$ cat src/rtl/ta_pkg.sv
package ta_pkg;
    typedef enum logic [1:0] {
        LS_SE0 = 2'b00,
        LS_J   = 2'b01,
        LS_K   = 2'b10,
        LS_BAD = 2'b11
    } line_e;

    typedef enum logic [1:0] {
        ST_IDLE,
        ST_WAIT,
        ST_COUNT,
        ST_EXPIRED
    } ta_state_e;
endpackage

$ cat src/rtl/ta_line_events.sv
module ta_line_events
    import ta_pkg::*;
(
    input  logic       clk,
    input  logic       rst_n,
    input  logic [1:0] line_st,
    input  logic       hs_sel,
    output logic       start_ev,
    output logic       stop_ev
);
    logic [1:0] prev_q;
    logic       cur_valid;
    logic       fs_start, fs_stop, hs_start, hs_stop;

    assign cur_valid = (line_st != LS_BAD);

    // Remember the last meaningful sample; the value 11 is skipped
    always_ff @(posedge clk or negedge rst_n) begin
        if (!rst_n)
            prev_q <= LS_J;
        else if (cur_valid)
            prev_q <= line_st;
    end

    always_comb begin
        fs_start = (prev_q == LS_SE0) && (line_st == LS_J);
        fs_stop  = (prev_q == LS_J)   && (line_st == LS_K);
        hs_start = (prev_q != LS_SE0) && (line_st == LS_SE0);
        hs_stop  = (prev_q == LS_SE0) && cur_valid && (line_st != LS_SE0);
        start_ev = hs_sel ? hs_start : fs_start;
        stop_ev  = hs_sel ? hs_stop  : fs_stop;
    end

    a_r7_bad_is_no_event: assert property (@(posedge clk) disable iff (!rst_n)
        (line_st == LS_BAD) |-> (!start_ev && !stop_ev));
    a_r2_events_exclusive: assert property (@(posedge clk) disable iff (!rst_n)
        !(start_ev && stop_ev));
endmodule

$ cat src/rtl/ta_limit_sel.sv
module ta_limit_sel #(
    parameter int FS_SHORT = 38,
    parameter int FS_LONG  = 90,
    parameter int HS_SHORT = 24,
    parameter int HS_LONG  = 102,
    parameter int CW       = 7
) (
    input  logic          hs_sel,
    input  logic          long_win,
    output logic [CW-1:0] lim
);
    localparam int NLIM = 4;
    logic [CW-1:0] table_v [NLIM];

    // Table index = {hs_sel, long_win}
    for (genvar i = 0; i < NLIM; i++) begin : g_tab
        localparam int VAL = (i == 0) ? FS_SHORT :
                             (i == 1) ? FS_LONG  :
                             (i == 2) ? HS_SHORT : HS_LONG;
        assign table_v[i] = CW'(VAL);
    end

    assign lim = table_v[{hs_sel, long_win}];
endmodule

$ cat src/rtl/ta_window_counter.sv
module ta_window_counter #(
    parameter int CW = 7
) (
    input  logic          clk,
    input  logic          rst_n,
    input  logic          load,
    input  logic [CW-1:0] lim_in,
    input  logic          run,
    output logic          hit
);
    logic [CW-1:0] cnt_q;
    logic [CW-1:0] lim_q;

    // Limit is latched at the start event
    always_ff @(posedge clk or negedge rst_n) begin
        if (!rst_n) begin
            cnt_q <= '0;
            lim_q <= CW'(1);
        end else if (load) begin
            cnt_q <= '0;
            lim_q <= lim_in;
        end else if (run) begin
            cnt_q <= cnt_q + CW'(1);
        end
    end

    assign hit = run && (cnt_q == lim_q - CW'(1));

    a_r4_no_overflow: assert property (@(posedge clk) disable iff (!rst_n)
        run |-> (cnt_q < lim_q));
endmodule

$ cat src/rtl/usb_turnaround_timer.sv
module usb_turnaround_timer
    import ta_pkg::*;
#(
    parameter int FS_SHORT_CYC = 38,
    parameter int FS_LONG_CYC  = 90,
    parameter int HS_SHORT_CYC = 24,
    parameter int HS_LONG_CYC  = 102
) (
    input  logic       clk,
    input  logic       rst_n,
    input  logic [1:0] line_st,
    input  logic       hs_sel,
    input  logic       long_win,
    input  logic       arm,
    input  logic       sts_clr,
    output logic       tmo_pulse,
    output logic       resp_pulse,
    output logic       failed_sts
);
    localparam int MAX_FS  = (FS_SHORT_CYC > FS_LONG_CYC) ? FS_SHORT_CYC : FS_LONG_CYC;
    localparam int MAX_HS  = (HS_SHORT_CYC > HS_LONG_CYC) ? HS_SHORT_CYC : HS_LONG_CYC;
    localparam int MAX_LIM = (MAX_FS > MAX_HS) ? MAX_FS : MAX_HS;
    localparam int CW      = $clog2(MAX_LIM + 1);

    ta_state_e     state, nxt;
    logic          start_ev, stop_ev, hit;
    logic          take_start, do_resp, do_tmo;
    logic [CW-1:0] lim_sel;

    ta_line_events u_ev (
        .clk      (clk),
        .rst_n    (rst_n),
        .line_st  (line_st),
        .hs_sel   (hs_sel),
        .start_ev (start_ev),
        .stop_ev  (stop_ev)
    );

    ta_limit_sel #(
        .FS_SHORT (FS_SHORT_CYC),
        .FS_LONG  (FS_LONG_CYC),
        .HS_SHORT (HS_SHORT_CYC),
        .HS_LONG  (HS_LONG_CYC),
        .CW       (CW)
    ) u_lim (
        .hs_sel   (hs_sel),
        .long_win (long_win),
        .lim      (lim_sel)
    );

    ta_window_counter #(.CW(CW)) u_cnt (
        .clk    (clk),
        .rst_n  (rst_n),
        .load   (take_start),
        .lim_in (lim_sel),
        .run    (state == ST_COUNT),
        .hit    (hit)
    );

    // Next-state decision
    always_comb begin
        nxt        = state;
        take_start = 1'b0;
        do_resp    = 1'b0;
        do_tmo     = 1'b0;
        unique case (state)
            ST_IDLE: begin
                if (arm && start_ev) begin
                    nxt        = ST_COUNT;
                    take_start = 1'b1;
                end else if (arm) begin
                    nxt = ST_WAIT;
                end
            end
            ST_WAIT, ST_EXPIRED: begin
                if (!arm) begin
                    nxt = ST_IDLE;
                end else if (start_ev) begin
                    nxt        = ST_COUNT;
                    take_start = 1'b1;
                end
            end
            ST_COUNT: begin
                if (!arm) begin
                    nxt = ST_IDLE;
                end else if (stop_ev) begin
                    nxt     = ST_WAIT;
                    do_resp = 1'b1;
                end else if (hit) begin
                    nxt    = ST_EXPIRED;
                    do_tmo = 1'b1;
                end
            end
            default: nxt = ST_IDLE;
        endcase
    end

    // State register
    always_ff @(posedge clk or negedge rst_n) begin
        if (!rst_n) state <= ST_IDLE;
        else        state <= nxt;
    end

    // Registered outputs
    always_ff @(posedge clk or negedge rst_n) begin
        if (!rst_n) begin
            tmo_pulse  <= 1'b0;
            resp_pulse <= 1'b0;
            failed_sts <= 1'b0;
        end else begin
            tmo_pulse  <= do_tmo;
            resp_pulse <= do_resp;
            if (do_tmo)       failed_sts <= 1'b1;
            else if (sts_clr) failed_sts <= 1'b0;
        end
    end

    a_r4_tmo_one_cycle: assert property (@(posedge clk) disable iff (!rst_n)
        tmo_pulse |=> !tmo_pulse);
    a_r5_not_both: assert property (@(posedge clk) disable iff (!rst_n)
        !(tmo_pulse && resp_pulse));
    a_r6_disarm_quiet: assert property (@(posedge clk) disable iff (!rst_n)
        !arm |=> (!tmo_pulse && !resp_pulse));
    a_r8_fail_with_tmo: assert property (@(posedge clk) disable iff (!rst_n)
        tmo_pulse |-> failed_sts);
    a_r8_fail_sticky: assert property (@(posedge clk) disable iff (!rst_n)
        (failed_sts && !sts_clr) |=> failed_sts);
    a_r9_resp_only_counting: assert property (@(posedge clk) disable iff (!rst_n)
        (state != ST_COUNT) |=> !resp_pulse);
endmodule

$ cat config.mk
export PLATFORM = sky130hd
export DESIGN_NAME = usb_turnaround_timer
export DESIGN_NICKNAME = d
export VERILOG_FILES = /design/src/rtl/ta_pkg.sv /design/src/rtl/ta_line_events.sv /design/src/rtl/ta_limit_sel.sv /design/src/rtl/ta_window_counter.sv /design/src/rtl/usb_turnaround_timer.sv
export SDC_FILE = /design/constraint.sdc
export NUM_CORES = 1
export LEC_CHECK = 0
export ABC_AREA = 1
export BUFFER_PORTS_ARGS = -buffer_cell sky130_fd_sc_hd__buf_2
export CAP_MARGIN = 20
export CORE_MARGIN = 4
export CORE_UTILIZATION = 60
export CTS_CLUSTER_SIZE = 16
export DETAILED_ROUTE_END_ITERATION = 12
export MAX_ROUTING_LAYER = met4
export PLACE_DENSITY = 0.8
export SYNTH_ARGS = -nofsm -noshare
export SYNTH_HDL_FRONTEND = slang
export SYNTH_SLANG_ARGS = --single-unit
$ cat constraint.sdc
create_clock -name clk -period 3.4 [get_ports clk]
set_input_delay 0.85 -clock clk [delete_from_list [all_inputs] [get_ports clk]]
set_output_delay 0.85 -clock clk [all_outputs]
set_load 0.005 [all_outputs]
# Yosys cells after proc, flatten, opt, wreduce, memory -nomap -nowiden
# Cells that the tools add are included.
dict set report word_totals {
  reg_bits 21
  inputBits 8
  out_inout_bits 3
  elab_cells 66
}
dict set report classes {
  n_addsub 2
  magnitude_cmp 1
  eq_ne 11
  mux 28
  bitwise 1
  reduce_logical 16
}
# op n
set ops {}
lappend ops {{2-to-1 mux 7 bit} 4}
lappend ops {{binary-select mux 7 bit (select 2 bit)} 1}
lappend ops {{2-to-1 mux 1 bit} 14}
lappend ops {{2-to-1 mux 2 bit} 7}
lappend ops {{nonzero test 2 bit} 4}
lappend ops {{adder 7 x 1 -> 7 bit (second input constant)} 1}
lappend ops {{equality test 7 bit} 1}
lappend ops {{logical AND 1 bit} 7}
lappend ops {{subtractor 7 x 1 -> 7 bit (second input constant)} 1}
lappend ops {{equality test 2 x 1 -> 1 bit (second input constant)} 3}
lappend ops {{equality test 2 bit (second input constant)} 3}
lappend ops {{logical NOT 2 bit} 3}
lappend ops {{inequality test 3 bit (second input constant)} 2}
lappend ops {{case mux 2 bit (3 select lines)} 1}
lappend ops {{inequality test 4 bit (second input constant)} 1}
lappend ops {{greater-or-equal comparator 3 bit (second input constant)} 1}
lappend ops {{NOT 2 -> 3 bit} 1}
lappend ops {{AND reduction 3 bit} 1}
lappend ops {{inequality test 2 bit (second input constant)} 1}
lappend ops {{case mux 1 bit (2 select lines)} 1}
lappend ops {{OR reduction 2 bit} 1}

# Depth between registers and ports, before layout
# Gate-level depths: netlist (run 1).
dict set report depth {
  ltp_word 8
  ltp_mapped 14
  mapped_depth_nobuf 14
}

# By module
# From an unflattened synthesis (run 1), not the netlist that was laid out.
dict set report unflattened {
  hier_cells 204
  hier_area_um2 1371.3
}
# mod instances cells_each area_per_inst_um2 seq_area_each_um2
set modules_own_cells {}
lappend modules_own_cells {ta_window_counter 1 131 889.6 351.6}
lappend modules_own_cells {usb_turnaround_timer 1 43 291.5 125.1}
lappend modules_own_cells {ta_line_events 1 21 132.6 51.3}
lappend modules_own_cells {ta_limit_sel 1 9 57.6 0.0}

# Worst setup path before layout (run 1)
# No wires, ideal clock.
dict set report synth_path {
  path_kind {input port to flip-flop}
  startpoint {input port line_st[0]}
  endpoint {register u_cnt.cnt_q[1]}
  setup_time_ps 121
  arrival_ps 1551
  required_ps 3279
  slack_ps 1728
  path_stages 7
  n_path_buf 0
  cell_sequence {nor2_2 > nand3_2 > nand2_2 > nand2_4 > nor2_8 > nor2_2 > a22o_1}
}
dict set report synth_between {
  elab_chain_cells 7
  elab_cells_between_ends 12
  classes_between {eq/ne (1); mux (6); reduce/logical (5)}
}
# item line
set synth_lines {}
lappend synth_lines {{start: declaration} usb_turnaround_timer.sv:11} ;# input logic [1:0] line_st,
lappend synth_lines {{equality test 2 x 1 -> 1 bit or logical NOT 2 bit (tied branches)} {ta_line_events.sv:26, ta_line_events.sv:28}}
lappend synth_lines {{logical AND 1 bit, on equally long branches} {ta_line_events.sv:26, ta_line_events.sv:28}}
lappend synth_lines {{2-to-1 mux 1 bit *} ta_line_events.sv:30} ;# start_ev = hs_sel ? hs_start : fs_start;
lappend synth_lines {{2-to-1 mux 1 bit or logical AND 1 bit (tied branches)} {usb_turnaround_timer.sv:78, usb_turnaround_timer.sv:68}}
lappend synth_lines {{2-to-1 mux 1 bit, on equally long branches} {usb_turnaround_timer.sv:76, usb_turnaround_timer.sv:68}}
lappend synth_lines {{case mux 1 bit (2 select lines) *} usb_turnaround_timer.sv:66} ;# unique case (state)
lappend synth_lines {{2-to-1 mux 7 bit or nonzero test 2 bit (tied branches)} n/a}
lappend synth_lines {{end signal: assignment} ta_window_counter.sv:23} ;# cnt_q <= cnt_q + CW'(1);
lappend synth_lines {{end: declaration} ta_window_counter.sv:11} ;# logic [CW-1:0] cnt_q;
# Mark *: on every way between the ends. The rest lies on a longest branch, timed or not.
# A chain may end at the register's enable or synchronous reset.

# Worst setup path in the final report (run 1)
dict set report layout_path {
  startpoint {register u_cnt.lim_q[0]}
  endpoint {register state[1]}
}
dict set report layout_between {
  elab_chain_cells 5
}
# item line
set layout_lines {}
lappend layout_lines {{start: declaration} ta_window_counter.sv:12} ;# logic [CW-1:0] lim_q;
lappend layout_lines {{start signal: assignment} ta_window_counter.sv:21} ;# lim_q <= lim_in;
lappend layout_lines {{subtractor 7 x 1 -> 7 bit} ta_window_counter.sv:27} ;# assign hit = run && (cnt_q == lim_q - CW'(1));
lappend layout_lines {{equality test 7 bit} ta_window_counter.sv:27}
lappend layout_lines {{logical AND 1 bit} ta_window_counter.sv:27}
lappend layout_lines {{inequality test 4 bit (no source line)} n/a}
lappend layout_lines {{AND reduction 3 bit (no source line)} n/a}
lappend layout_lines {{end signal: assignment} usb_turnaround_timer.sv:101} ;# else state <= nxt;
lappend layout_lines {{end: declaration} usb_turnaround_timer.sv:25} ;# ta_state_e state, nxt;
# No other way between the ends.

==> results of run 1 <==
cell usage in the layout, fill, tap and decap left out:
| master | n |
|---|---|
| a21boi_0 | 2 |
| a21oi_1 | 2 |
| a21oi_2 | 1 |
| a22o_1 | 1 |
| buf_2 | 10 |
| clkbuf_1 | 1 |
| clkbuf_4 | 3 |
| dfrtp_1 | 17 |
| dfstp_2 | 2 |
| ha_1 | 3 |
| inv_1 | 24 |
| inv_2 | 3 |
| inv_6 | 1 |
| nand2_1 | 47 |
| nand2_2 | 3 |
| nand2_4 | 1 |
| nand3_1 | 17 |
| nand3_2 | 4 |
| nand4_1 | 3 |
| nor2_1 | 8 |
| nor2_2 | 3 |
| nor2_4 | 2 |
| nor2_8 | 2 |
| o21ai_0 | 3 |
| o21ai_1 | 4 |
| o21bai_1 | 1 |
| o22ai_1 | 1 |
| o31ai_1 | 1 |
sequential cells by signal, indices dropped and copies added, names as in the netlist:
name	flops
failed_sts	1
u_cnt.lim_q	5
state	2
tmo_pulse	1
resp_pulse	1
u_cnt.cnt_q	7
u_ev.prev_q	2
worst min-delay path by stage:
stage	slack [ns]	to	cells past startpoint	startpoint
floorplan	0.44	u_cnt.lim_q[0]	2	u_cnt.lim_q[0]
global placement	0.47	u_cnt.lim_q[0]	2	u_cnt.lim_q[0]
detailed placement	0.47	u_cnt.lim_q[0]	2	u_cnt.lim_q[0]
CTS	0.47	u_cnt.cnt_q[3]	1	rst_n
global route	0.48	u_cnt.cnt_q[3]	1	rst_n
finish	0.47	u_cnt.lim_q[4]	1	rst_n
routing by layer:
layer  GRT usage  share of wire  vias to the layer above
met4      0.0638          0.012                        0
met5           -              0                        -
met3      0.0399          0.047                        5
met2       0.331           0.47                       21
li1            -              -                      523
met1       0.275           0.47                      442
power groups by stage:
stage	logic [mW]	registers (mW)	clock network, mW
after detailed placement	0.354	0.353	0
final	0.356	0.349	0.116
after CTS	0.356	0.348	0.121
after global routing	0.411	0.362	0.132
after global placement	0.339	0.350	0
after floorplan	0.286	0.339	0
through the flow:
step | setup WS [ns] | power, mW | instance area [um2] | hold WS [ns] | util
final | 1.50 | 0.821 | 1290 | 0.472 | 0.718
after global routing | 1.36 | 0.905 | 1290 | 0.478 | 0.718
after CTS | 1.50 | 0.826 | 1290 | 0.475 | 0.718
after detailed placement | 1.48 | 0.707 | 1270 | 0.469 | 0.703
after global placement | 1.56 | 0.690 | 1270 | 0.468 | 0.703
after floorplan | 1.73 | 0.625 | 1190 | 0.438 | -
logic make-up after synthesis:
| logic type | Yosys count |
|---|---|
| AO/OA/AOI/OAI | 16 |
| AND/OR/NAND/NOR | 90 |
| adder cells (fa/ha/maj) | 3 |
| buffers and inverters | 28 |
| flip-flops | 19 |
worst max-delay path, cell delays in order (launching register included):
cell     delay, ns
dfstp_2       0.57
inv_1         0.09
ha_1          0.33
inv_1         0.05
nand2_1       0.06
nand2_1       0.06
nor2_1        0.11
nand3_1       0.07
nor2_1        0.10
nand2_1       0.12
nand2_2       0.10
nand2_1       0.05
nand2_1       0.05
nand2_1       0.05
layout make-up:
cell class | count | area, um2 | share of cell area
well taps | 25 | 31.3 | 0.0242
clock buffers | 4 | 26.3 | 0.0203
multi-input cells | 109 | 598 | 0.462
flip-flops and latches | 19 | 478 | 0.369
inverters | 28 | 110 | 0.0851
repair buffers | 10 | 50.0 | 0.0387
==> out/results.ini, run 1 <==
[layout]
drive_gt1_frac=0.206
num_antenna_cells=0
layout.cells.non_filler=195
fin_nets=182
syn2layout_area_growth_pct=9.07
fillers=160

[setup_path]
cp.arrival_ns=2.11
critPathMaxFanout=4
r2r_start=u_cnt.lim_q[0]
rr_worst_depth=13
worstSetupEndpointType=flop
r2r_slack_ns=1.50
critical_path_class=reg2reg
cp-endpoint=state[1]
cp-start-kind=flop
crit_path_start=u_cnt.lim_q[0]
cp.required_ns=3.60
r2r-end=state[1]

[sta]
rsz0062_at_grt=no
worstMarginPinSlew_ns=0.432
fin_setup_tns_ns=0
finalWorstPathRequiredPeriod_ns=1.90
relSlewSlack=0.712
fin_crit_sh=0.560
setup_viol=0
clock_skew_ns=0.00117
drv_slew=0
finalHoldViolCount=0
fmaxAchievable_ghz=0.525

[route]
first_iter_violations=25
viasPerCell=5.08
antenna_left=0
drc_errors=0
wl_mm=2.25
via_count=991
drt_first_pass_iters=4
wl_per_cell_um=11.5

[synth]
ys_ff_latch=19
yosys.area_share.adder=0.0316
synth.distinct_cells=25
synth.area.top_cells=dfrtp_1 36%, nand2_1 15%, inv_1 7.6%
syn_area_mm2=0.00119
synthFlopType=dfrtp_1
postSynthAreaPerCell_um2=7.60
synth_common_cells=47 x nand2_1, 24 x inv_1, 17 x dfrtp_1, 17 x nand3_1, 8 x nor2_1
syn_nets=167
synthSimpleGateAreaFrac=0.389
synth_compound_area_frac=0.0833
synthMuxAreaShare=0
yosysWarnings=0
synth_top_area_frac=0.359
yosys.area.top_type=dfrtp_1
synth_top_family_by_area=simple AND/OR/NAND/NOR gates
synth.most_common_cell=nand2_1
synth_edf_count=0
synth_xor_area_frac=0
synthArstFlopShare=1.00
ys_seq_area_frac=0.403
syn_inst=156

[die]
die_x_um=52.5
ios=11
start_util=0.658
die_h_um=52.5
rows=15
core_area_mm2=0.00180
dieArea_mm2=0.00275

[pwr]
pwr-share-seq=0.425
pwr-share-comb=0.433
irDropWorstVdd_mv=0.460
p_int_mw=0.461
p_sw_frac=0.439
pwr-share-clk=0.142
power.density_mw_per_mm2=635
p_sw_mw=0.360
power_leakage_nw=0.706

[cts]
htreeDepth=1
cts-hold-fix-buffers=0
cts_tree=built
ctsResizeCount=0
tritoncts.num_buffers=3
cts_setup_buffers=0
clockBufferDepth=2
clk_root_buffer_cell=clkbuf_4
clk_latency_ns=0.30
path_clk_slew_ns=0.11
cts.sinks=19

[global_routing]
grt_pass1_wl_mm=4.11
first_global_vias=948
grt_usage=0.210
overflow=0
grt_max_degree=20
antenna_found_initial=0

[place]
io_buffer_count=10
gp_congestion=0.843
dp_hpwl_mm=1.79
dp_cells=191

[run_status]
status=finished, final reports clean

[worst_hold_path]
hold_class=in2async

[job]
cap_violations=0

Note: power is estimated with default switching activity, not from simulation.
==> run 2: changes to the inputs <==
--- a/config.mk
+++ b/config.mk
@@ -9,11 +9,11 @@
 export BUFFER_PORTS_ARGS = -buffer_cell sky130_fd_sc_hd__buf_2
 export CAP_MARGIN = 20
 export CORE_MARGIN = 4
-export CORE_UTILIZATION = 60
+export CORE_UTILIZATION = 52
 export CTS_CLUSTER_SIZE = 16
 export DETAILED_ROUTE_END_ITERATION = 12
 export MAX_ROUTING_LAYER = met4
-export PLACE_DENSITY = 0.8
+export PLACE_DENSITY = 0.74
 export SYNTH_ARGS = -nofsm -noshare
 export SYNTH_HDL_FRONTEND = slang
 export SYNTH_SLANG_ARGS = --single-unit
==> constraint.sdc (replaced) <==
create_clock -name clk -period 1.6 [get_ports clk]
set_input_delay 0.4 -clock clk [delete_from_list [all_inputs] [get_ports clk]]
set_output_delay 0.4 -clock clk [all_outputs]
set_load 0.005 [all_outputs]
==> out/results.ini, run 2 (synthesis gave the netlist of run 1 again) <==
[route]
wl_mm=2.27  ; was 2.25 mm
wl_per_cell_um=11.2  ; was 11.5 um
viasPerCell=4.96  ; was 5.08
first_iter_violations=22  ; was 25
via_count=1002  ; was 991
drc_errors=0  ; unchanged
drt_first_pass_iters=4  ; unchanged
antenna_left=0  ; unchanged

[layout]
layout_commonest_cell=nand2_1  ; unchanged
largestRegisters=u_cnt.cnt_q (7), u_cnt.lim_q (5)  ; unchanged
layout.cells.non_filler=202  ; was 195
mostFrequentLayoutCells=47 x nand2_1, 22 x inv_1, 17 x nand3_1, 17 x dfrtp_1, 10 x buf_2  ; was 47 x nand2_1, 24 x inv_1, 17 x nand3_1, 17 x dfrtp_1, 10 x buf_2
drive_gt1_frac=0.253  ; was 0.206
num_antenna_cells=0  ; unchanged
largest_register_ffs=7  ; unchanged
fillers=205  ; was 160
syn2layout_area_growth_pct=13.7  ; was 9.07%
fin_nets=186  ; was 182
top_register=u_cnt.cnt_q  ; unchanged
utilization=0.616  ; was 0.718

[place]
io_buffer_count=10  ; unchanged
dp_hpwl_mm=1.79  ; about the same
gp_congestion=0.883  ; was 0.843
dp_cells=198  ; was 191

[global_routing]
antenna_found_initial=0  ; unchanged
grt_usage=0.163  ; was 0.210
overflow=0  ; unchanged
grt_max_degree=20  ; unchanged
first_global_vias=964  ; was 948
grt_pass1_wl_mm=3.88  ; was 4.11 mm

[cts]
cts_setup_buffers=0  ; unchanged
clk_root_buffer_cell=clkbuf_4  ; unchanged
path_clk_slew_ns=0.11  ; about the same
cts-hold-fix-buffers=0  ; unchanged
htreeDepth=1  ; unchanged
tritoncts.num_buffers=3  ; unchanged
cts.sinks=19  ; unchanged
cts_tree=built  ; unchanged
clockBufferDepth=2  ; unchanged
clk_latency_ns=0.31  ; was 0.30 ns

[sta]
worst_slack_ns=-0.0323  ; was 1.50 ns
fin_setup_tns_ns=-0.0327  ; was 0 ns
rsz0062_at_grt=yes  ; was no
finalWorstPathRequiredPeriod_ns=1.63  ; was 1.90 ns
setup_viol=2  ; was 0
fmaxAchievable_ghz=0.613  ; was 0.525 GHz
clock_skew_ns=0.00210  ; was 0.00117 ns
finalHoldViolCount=0  ; unchanged
relSlewSlack=0.708  ; was 0.712
worstMarginPinSlew_ns=0.438  ; was 0.432 ns
drv_slew=0  ; unchanged
fin_crit_sh=1.02  ; was 0.560

[die]
dieArea_mm2=0.00311  ; was 0.00275 mm2
die_h_um=55.8  ; was 52.5 um
start_util=0.541  ; was 0.658
rows=17  ; was 15
ios=11  ; unchanged
core_area_mm2=0.00219  ; was 0.00180 mm2
die_x_um=55.8  ; was 52.5 um

[setup_path]
cp.arrival_ns=1.84  ; was 2.11 ns
cp_common_cell=nand2_1  ; unchanged
critPathMaxFanout=3  ; was 4
path_buf_inv=2  ; unchanged
worstPathCellList=inv_2 > ha_4 > inv_2 > nand2_1 > nand2_1 > nor2_1 > nand3_1 > nor2_1 > nand2_1 > nand2_2 > nand2_1 > nand2_1 > nand2_1  ; was inv_1 > ha_1 > inv_1 > nand2_1 > nand2_1 > nor2_1 > nand3_1 > nor2_1 > nand2_1 > nand2_2 > nand2_1 > nand2_1 > nand2_1
cp.required_ns=1.81  ; was 3.60 ns
cp-start-kind=flop  ; unchanged
worstSetupEndpointType=flop  ; unchanged
cpPeakStageDelay_ns=0.55  ; was 0.57 ns
critPathTopFamily=simple AND/OR/NAND/NOR gates  ; unchanged
critical_path_class=reg2reg  ; unchanged
critPathSlowestCell=dfstp_2  ; unchanged

[pwr]
pwr-share-comb=0.442  ; was 0.433
power.density_mw_per_mm2=1310  ; was 635 mW/mm2
pwr-share-seq=0.414  ; was 0.425
irDropWorstVdd_mv=0.895  ; was 0.460 mV
pwr-share-clk=0.144  ; was 0.142
p_sw_mw=0.761  ; was 0.360 mW
p_int_mw=1.01  ; was 0.461 mW
finalPower_mw=1.77  ; was 0.821 mW
p_sw_frac=0.429  ; was 0.439
power_leakage_nw=0.727  ; was 0.706 nW

[worst_hold_path]
hold_class=in2async  ; unchanged

[job]
cap_violations=0  ; unchanged

[run_status]
violations=negative setup slack
status=finished with violations  ; was finished, final reports clean

[run 2: cell types whose count changed in the layout (fill, tap and decap cells not counted), sizes merged]
cell and delta:
buf +4
[run 2: layout make-up]
cell class                      count  area (um2)  area share
Sequential cell                    19         478       0.354
Timing Repair Buffer               14        80.1      0.0594
Inverter                           28         110      0.0816
Multi-Input combinational cell    109         619       0.459
Tap cell                           28        35.0      0.0260
Clock buffer                        4        26.3      0.0195
[run 2: per-stage QoR]
| stage | hold slack [ns] | instance area (um2) | setup slack (ns) |
|---|---|---|---|
| finish | 0.0152 | 1350 | -0.0323 |
| global route | 0.0326 | 1350 | -0.219 |
| CTS | 0.0230 | 1350 | -0.0553 |
| detailed placement | 0.365 | 1310 | -0.0700 |
| global placement | 0.367 | 1310 | -0.0232 |
| floorplan | 0.104 | 1200 | 0.00228 |
[run 2: metal layers]
metal	vias to the layer above	wire, um	global-route usage
li1	529	-	-
met4	0	57	0.0833
met2	13	1200	0.304
met5	-	0	-
met1	455	943	0.164
met3	5	66	0.0209
[run 2: path summary, 6_finish.rpt]
check                               start             end  slack (ns)  cells after the start
setup / recovery           u_cnt.lim_q[0]        state[1]       -0.03                     13
hold / removal                      rst_n  u_ev.prev_q[1]        0.02                      1
setup reg to reg           u_cnt.lim_q[0]        state[1]       -0.03                     13
hold reg to reg            u_cnt.cnt_q[6]  u_cnt.cnt_q[6]        0.52                      1
max in group asynchronous           rst_n  u_ev.prev_q[0]        1.25                      1
min in group clk                  sts_clr      failed_sts        0.28                      2
[run 2: timing repair]
item / CTS / global route
endpoints found under the setup margin: 4 / 4
pin swaps: 3 / 0
resized for setup: 3 / 0
endpoints found under the hold margin: 0 / 0
[run 2: power by group through the flow]
stage,combinational (mW),sequential [mW],clock (mW)
finish,0.783,0.734,0.255
global route,0.905,0.757,0.280
CTS,0.797,0.735,0.262
detailed placement,0.785,0.746,0
global placement,0.759,0.736,0
floorplan,0.623,0.720,0
[run 2: worst reg2reg max path, stage by stage (launching register included)]
cell and delay [ns]:
dfstp_2 0.55, inv_2 0.05, ha_4 0.26, inv_2 0.03, nand2_1 0.05, nand2_1 0.04, nor2_1 0.08, nand3_1 0.07
nor2_1 0.08, nand2_1 0.09, nand2_2 0.08, nand2_1 0.05, nand2_1 0.05, nand2_1 0.05
==> run 3: changes to the inputs <==
--- a/config.mk
+++ b/config.mk
@@ -5,15 +5,15 @@
 export SDC_FILE = /design/constraint.sdc
 export NUM_CORES = 1
 export LEC_CHECK = 0
-export ABC_AREA = 1
+export ABC_AREA = 0
 export BUFFER_PORTS_ARGS = -buffer_cell sky130_fd_sc_hd__buf_2
 export CAP_MARGIN = 20
 export CORE_MARGIN = 4
-export CORE_UTILIZATION = 52
+export CORE_UTILIZATION = 50
 export CTS_CLUSTER_SIZE = 16
 export DETAILED_ROUTE_END_ITERATION = 12
 export MAX_ROUTING_LAYER = met4
-export PLACE_DENSITY = 0.74
+export PLACE_DENSITY = 0.72
 export SYNTH_ARGS = -nofsm -noshare
 export SYNTH_HDL_FRONTEND = slang
 export SYNTH_SLANG_ARGS = --single-unit
==> out/results.ini, run 3 <==
[run_status]
status=finished with violations  ; unchanged
violations=negative setup slack  ; unchanged

[layout]
largest_register_ffs=7  ; unchanged
syn2layout_area_growth_pct=35.2  ; was 13.7%
fin_nets=151  ; was 186
layout.cells.non_filler=164  ; was 202
layout_commonest_cell=buf_4  ; was nand2_1
top_register=u_cnt.cnt_q  ; unchanged
num_antenna_cells=0  ; unchanged
drive_gt1_frac=0.403  ; was 0.253
largestRegisters=u_cnt.cnt_q (7), u_cnt.lim_q (5)  ; unchanged
mostFrequentLayoutCells=20 x buf_4, 17 x dfrtp_1, 10 x buf_2  ; was 47 x nand2_1, 22 x inv_1, 17 x nand3_1, 17 x dfrtp_1, 10 x buf_2
utilization=0.749  ; was 0.616

[global_routing]
grt_usage=0.198  ; was 0.163
first_global_vias=845  ; was 964
overflow=0  ; unchanged
grt_max_degree=20  ; unchanged
grt_pass1_wl_mm=3.82  ; was 3.88 mm
antenna_found_initial=0  ; unchanged

[synth]
syn_inst=105  ; was 156
syn_area_mm2=0.00101  ; was 0.00119 mm2
ys_seq_area_frac=0.474  ; was 0.403
synth_edf_count=0  ; unchanged
ys_ff_latch=19  ; unchanged
yosys.area.top_type=dfrtp_1  ; unchanged
postSynthAreaPerCell_um2=9.60  ; was 7.60 um2
synth.most_common_cell=dfrtp_1  ; was nand2_1
synth.area.top_cells=dfrtp_1 42%, o21ai_0 6.0%, dfstp_2 5.2%  ; was dfrtp_1 36%, nand2_1 15%, inv_1 7.6%
synth_top_area_frac=0.422  ; was 0.359
syn_nets=116  ; was 167
yosysWarnings=0  ; unchanged
synthFlopType=dfrtp_1  ; unchanged
synth.distinct_cells=36  ; was 25
synth_common_cells=17 x dfrtp_1, 12 x o21ai_0, 9 x nand2_1  ; was 47 x nand2_1, 24 x inv_1, 17 x dfrtp_1, 17 x nand3_1, 8 x nor2_1
synthArstFlopShare=1.00  ; unchanged

[pwr]
irDropWorstVdd_mv=0.655  ; was 0.895 mV
pwr-share-clk=0.179  ; was 0.144
p_sw_frac=0.332  ; was 0.429
p_int_mw=0.927  ; was 1.01 mW
power_leakage_nw=0.644  ; was 0.727 nW
pwr-share-seq=0.459  ; was 0.414
pwr-share-comb=0.362  ; was 0.442
power.density_mw_per_mm2=1020  ; was 1310 mW/mm2
p_sw_mw=0.460  ; was 0.761 mW
finalPower_mw=1.39  ; was 1.77 mW

[route]
via_count=903  ; was 1002
drt_first_pass_iters=4  ; unchanged
antenna_left=0  ; unchanged
first_iter_violations=25  ; was 22
wl_per_cell_um=14.4  ; was 11.2 um
wl_mm=2.37  ; was 2.27 mm
drc_errors=0  ; unchanged
viasPerCell=5.51  ; was 4.96

[sta]
setup_viol=10  ; was 2
finalWorstPathRequiredPeriod_ns=1.95  ; was 1.63 ns
worst_slack_ns=-0.348  ; was -0.0323 ns
fin_crit_sh=1.22  ; was 1.02
worstMarginPinSlew_ns=0.429  ; was 0.438 ns
relSlewSlack=0.714  ; was 0.708
finalHoldViolCount=0  ; unchanged
clock_skew_ns=0.00603  ; was 0.00210 ns
fmaxAchievable_ghz=0.513  ; was 0.613 GHz
drv_slew=0  ; unchanged
holdWs_ns=0.0176  ; was 0.0152 ns
rsz0062_at_grt=yes  ; unchanged

[die]
die_h_um=52.9  ; was 55.8 um
rows=15  ; was 17
start_util=0.554  ; was 0.541
dieArea_mm2=0.00280  ; was 0.00311 mm2
core_area_mm2=0.00182  ; was 0.00219 mm2
die_x_um=52.9  ; was 55.8 um
ios=11  ; unchanged

[setup_path]
critical_path_class=reg2reg  ; unchanged
worstSetupEndpointType=flop  ; unchanged
worstPathCellList=inv_2 > ha_4 > nor2b_4 > buf_6 > nor3_2 > o211ai_1 > a2111o_1 > a221oi_2  ; was inv_2 > ha_4 > inv_2 > nand2_1 > nand2_1 > nor2_1 > nand3_1 > nor2_1 > nand2_1 > nand2_2 > nand2_1 > nand2_1 > nand2_1
cp-start-kind=flop  ; unchanged
critPathSlowestCell=dfstp_2  ; unchanged
critPathMaxFanout=3  ; unchanged
cpPeakStageDelay_ns=0.55  ; about the same
cp.arrival_ns=2.17  ; was 1.84 ns
cp.required_ns=1.82  ; was 1.81 ns

[cts]
path_clk_slew_ns=0.11  ; about the same
tritoncts.num_buffers=3  ; unchanged
clockBufferDepth=2  ; unchanged
cts_tree=built  ; unchanged
clk_root_buffer_cell=clkbuf_4  ; unchanged
clk_latency_ns=0.30  ; was 0.31 ns
htreeDepth=1  ; unchanged
cts.sinks=19  ; unchanged

[place]
dp_hpwl_mm=1.73  ; was 1.79 mm
post-place-ws_ns=-0.419  ; was -0.0700 ns
dp_cells=159  ; was 198
io_buffer_count=10  ; unchanged
gp_congestion=0.823  ; was 0.883

[job]
cap_violations=0  ; unchanged

[worst_hold_path]
hold_class=in2async  ; unchanged

run 3: cells by family (layout without fill, tap and decap cells):
kind of cell	after synthesis	in the layout	synth area share
fa+ha+maj	3	3	0.0372
flops	19	19	0.474
xor+xnor	7	7	0.0608
mux	2	2	0.0211
buf+inv	10	44	0.0385
simple gates	36	36	0.186
compound gates	28	28	0.182
run 3: critical path: cells and delay by family (launching register included):
kind,cells,cell delay (ns)
AND/OR/NAND/NOR,2,0.23
adder cells (fa/ha/maj),1,0.15
buffers and inverters,2,0.16
flip-flops,1,0.55
AO/OA/AOI/OAI,3,0.78
run 3: final timing paths:
check,startpoint,endpoint,slack [ns],cells past startpoint
min in group clk,sts_clr,failed_sts,0.28,2
setup / recovery,u_cnt.lim_q[0],state[0],-0.35,8
max in group asynchronous,rst_n,u_cnt.lim_q[0],1.24,1
setup reg to reg,u_cnt.lim_q[0],state[0],-0.35,8
hold / removal,rst_n,u_cnt.cnt_q[3],0.02,1
hold reg to reg,u_cnt.lim_q[6],u_cnt.lim_q[6],0.54,2
run 3: layout make-up:
cell class                      count  area (um2)
Fill cell                         140         457
Sequential cell                    19         478
Tap cell                           25        31.3
Clock buffer                        4        26.3
Inverter                            7        26.3
Multi-Input combinational cell     76         568
Timing Repair Buffer               33         234
run 3: timing repair:
action,in CTS,in global routing
gates resized for setup,6,17
pin swaps,2,5
hold buffers,0,0
hold endpoints to repair,0,0
setup endpoints to repair,9,9
setup buffers,0,1
run 3: power groups by stage:
stage	logic [mW]	clock network (mW)	registers [mW]
after floorplan	0.281	0	0.620
after global placement	0.430	0	0.631
after detailed placement	0.451	0	0.636
after CTS	0.467	0.249	0.628
after global routing	0.552	0.270	0.646
final	0.502	0.248	0.636
run 3: stage by stage:
step / setup TNS (ns) / cell area, um2
6_report: -1.65 / 1360
5_1_grt: -2.23 / 1360
4_1_cts: -0.906 / 1320
3_5_place_dp: -1.47 / 1270
3_3_place_gp: -1.16 / 1270
2_1_floorplan: -0.870 / 1040
run 3: metal layers:
| layer | up-vias | GRT usage | routed length [um] |
|---|---|---|---|
| met5 | - | - | 0 |
| met4 | 0 | 0.0638 | 18 |
| met3 | 2 | 0.0423 | 85 |
| met2 | 16 | 0.324 | 1230 |
| met1 | 440 | 0.245 | 1030 |
| li1 | 445 | - | - |
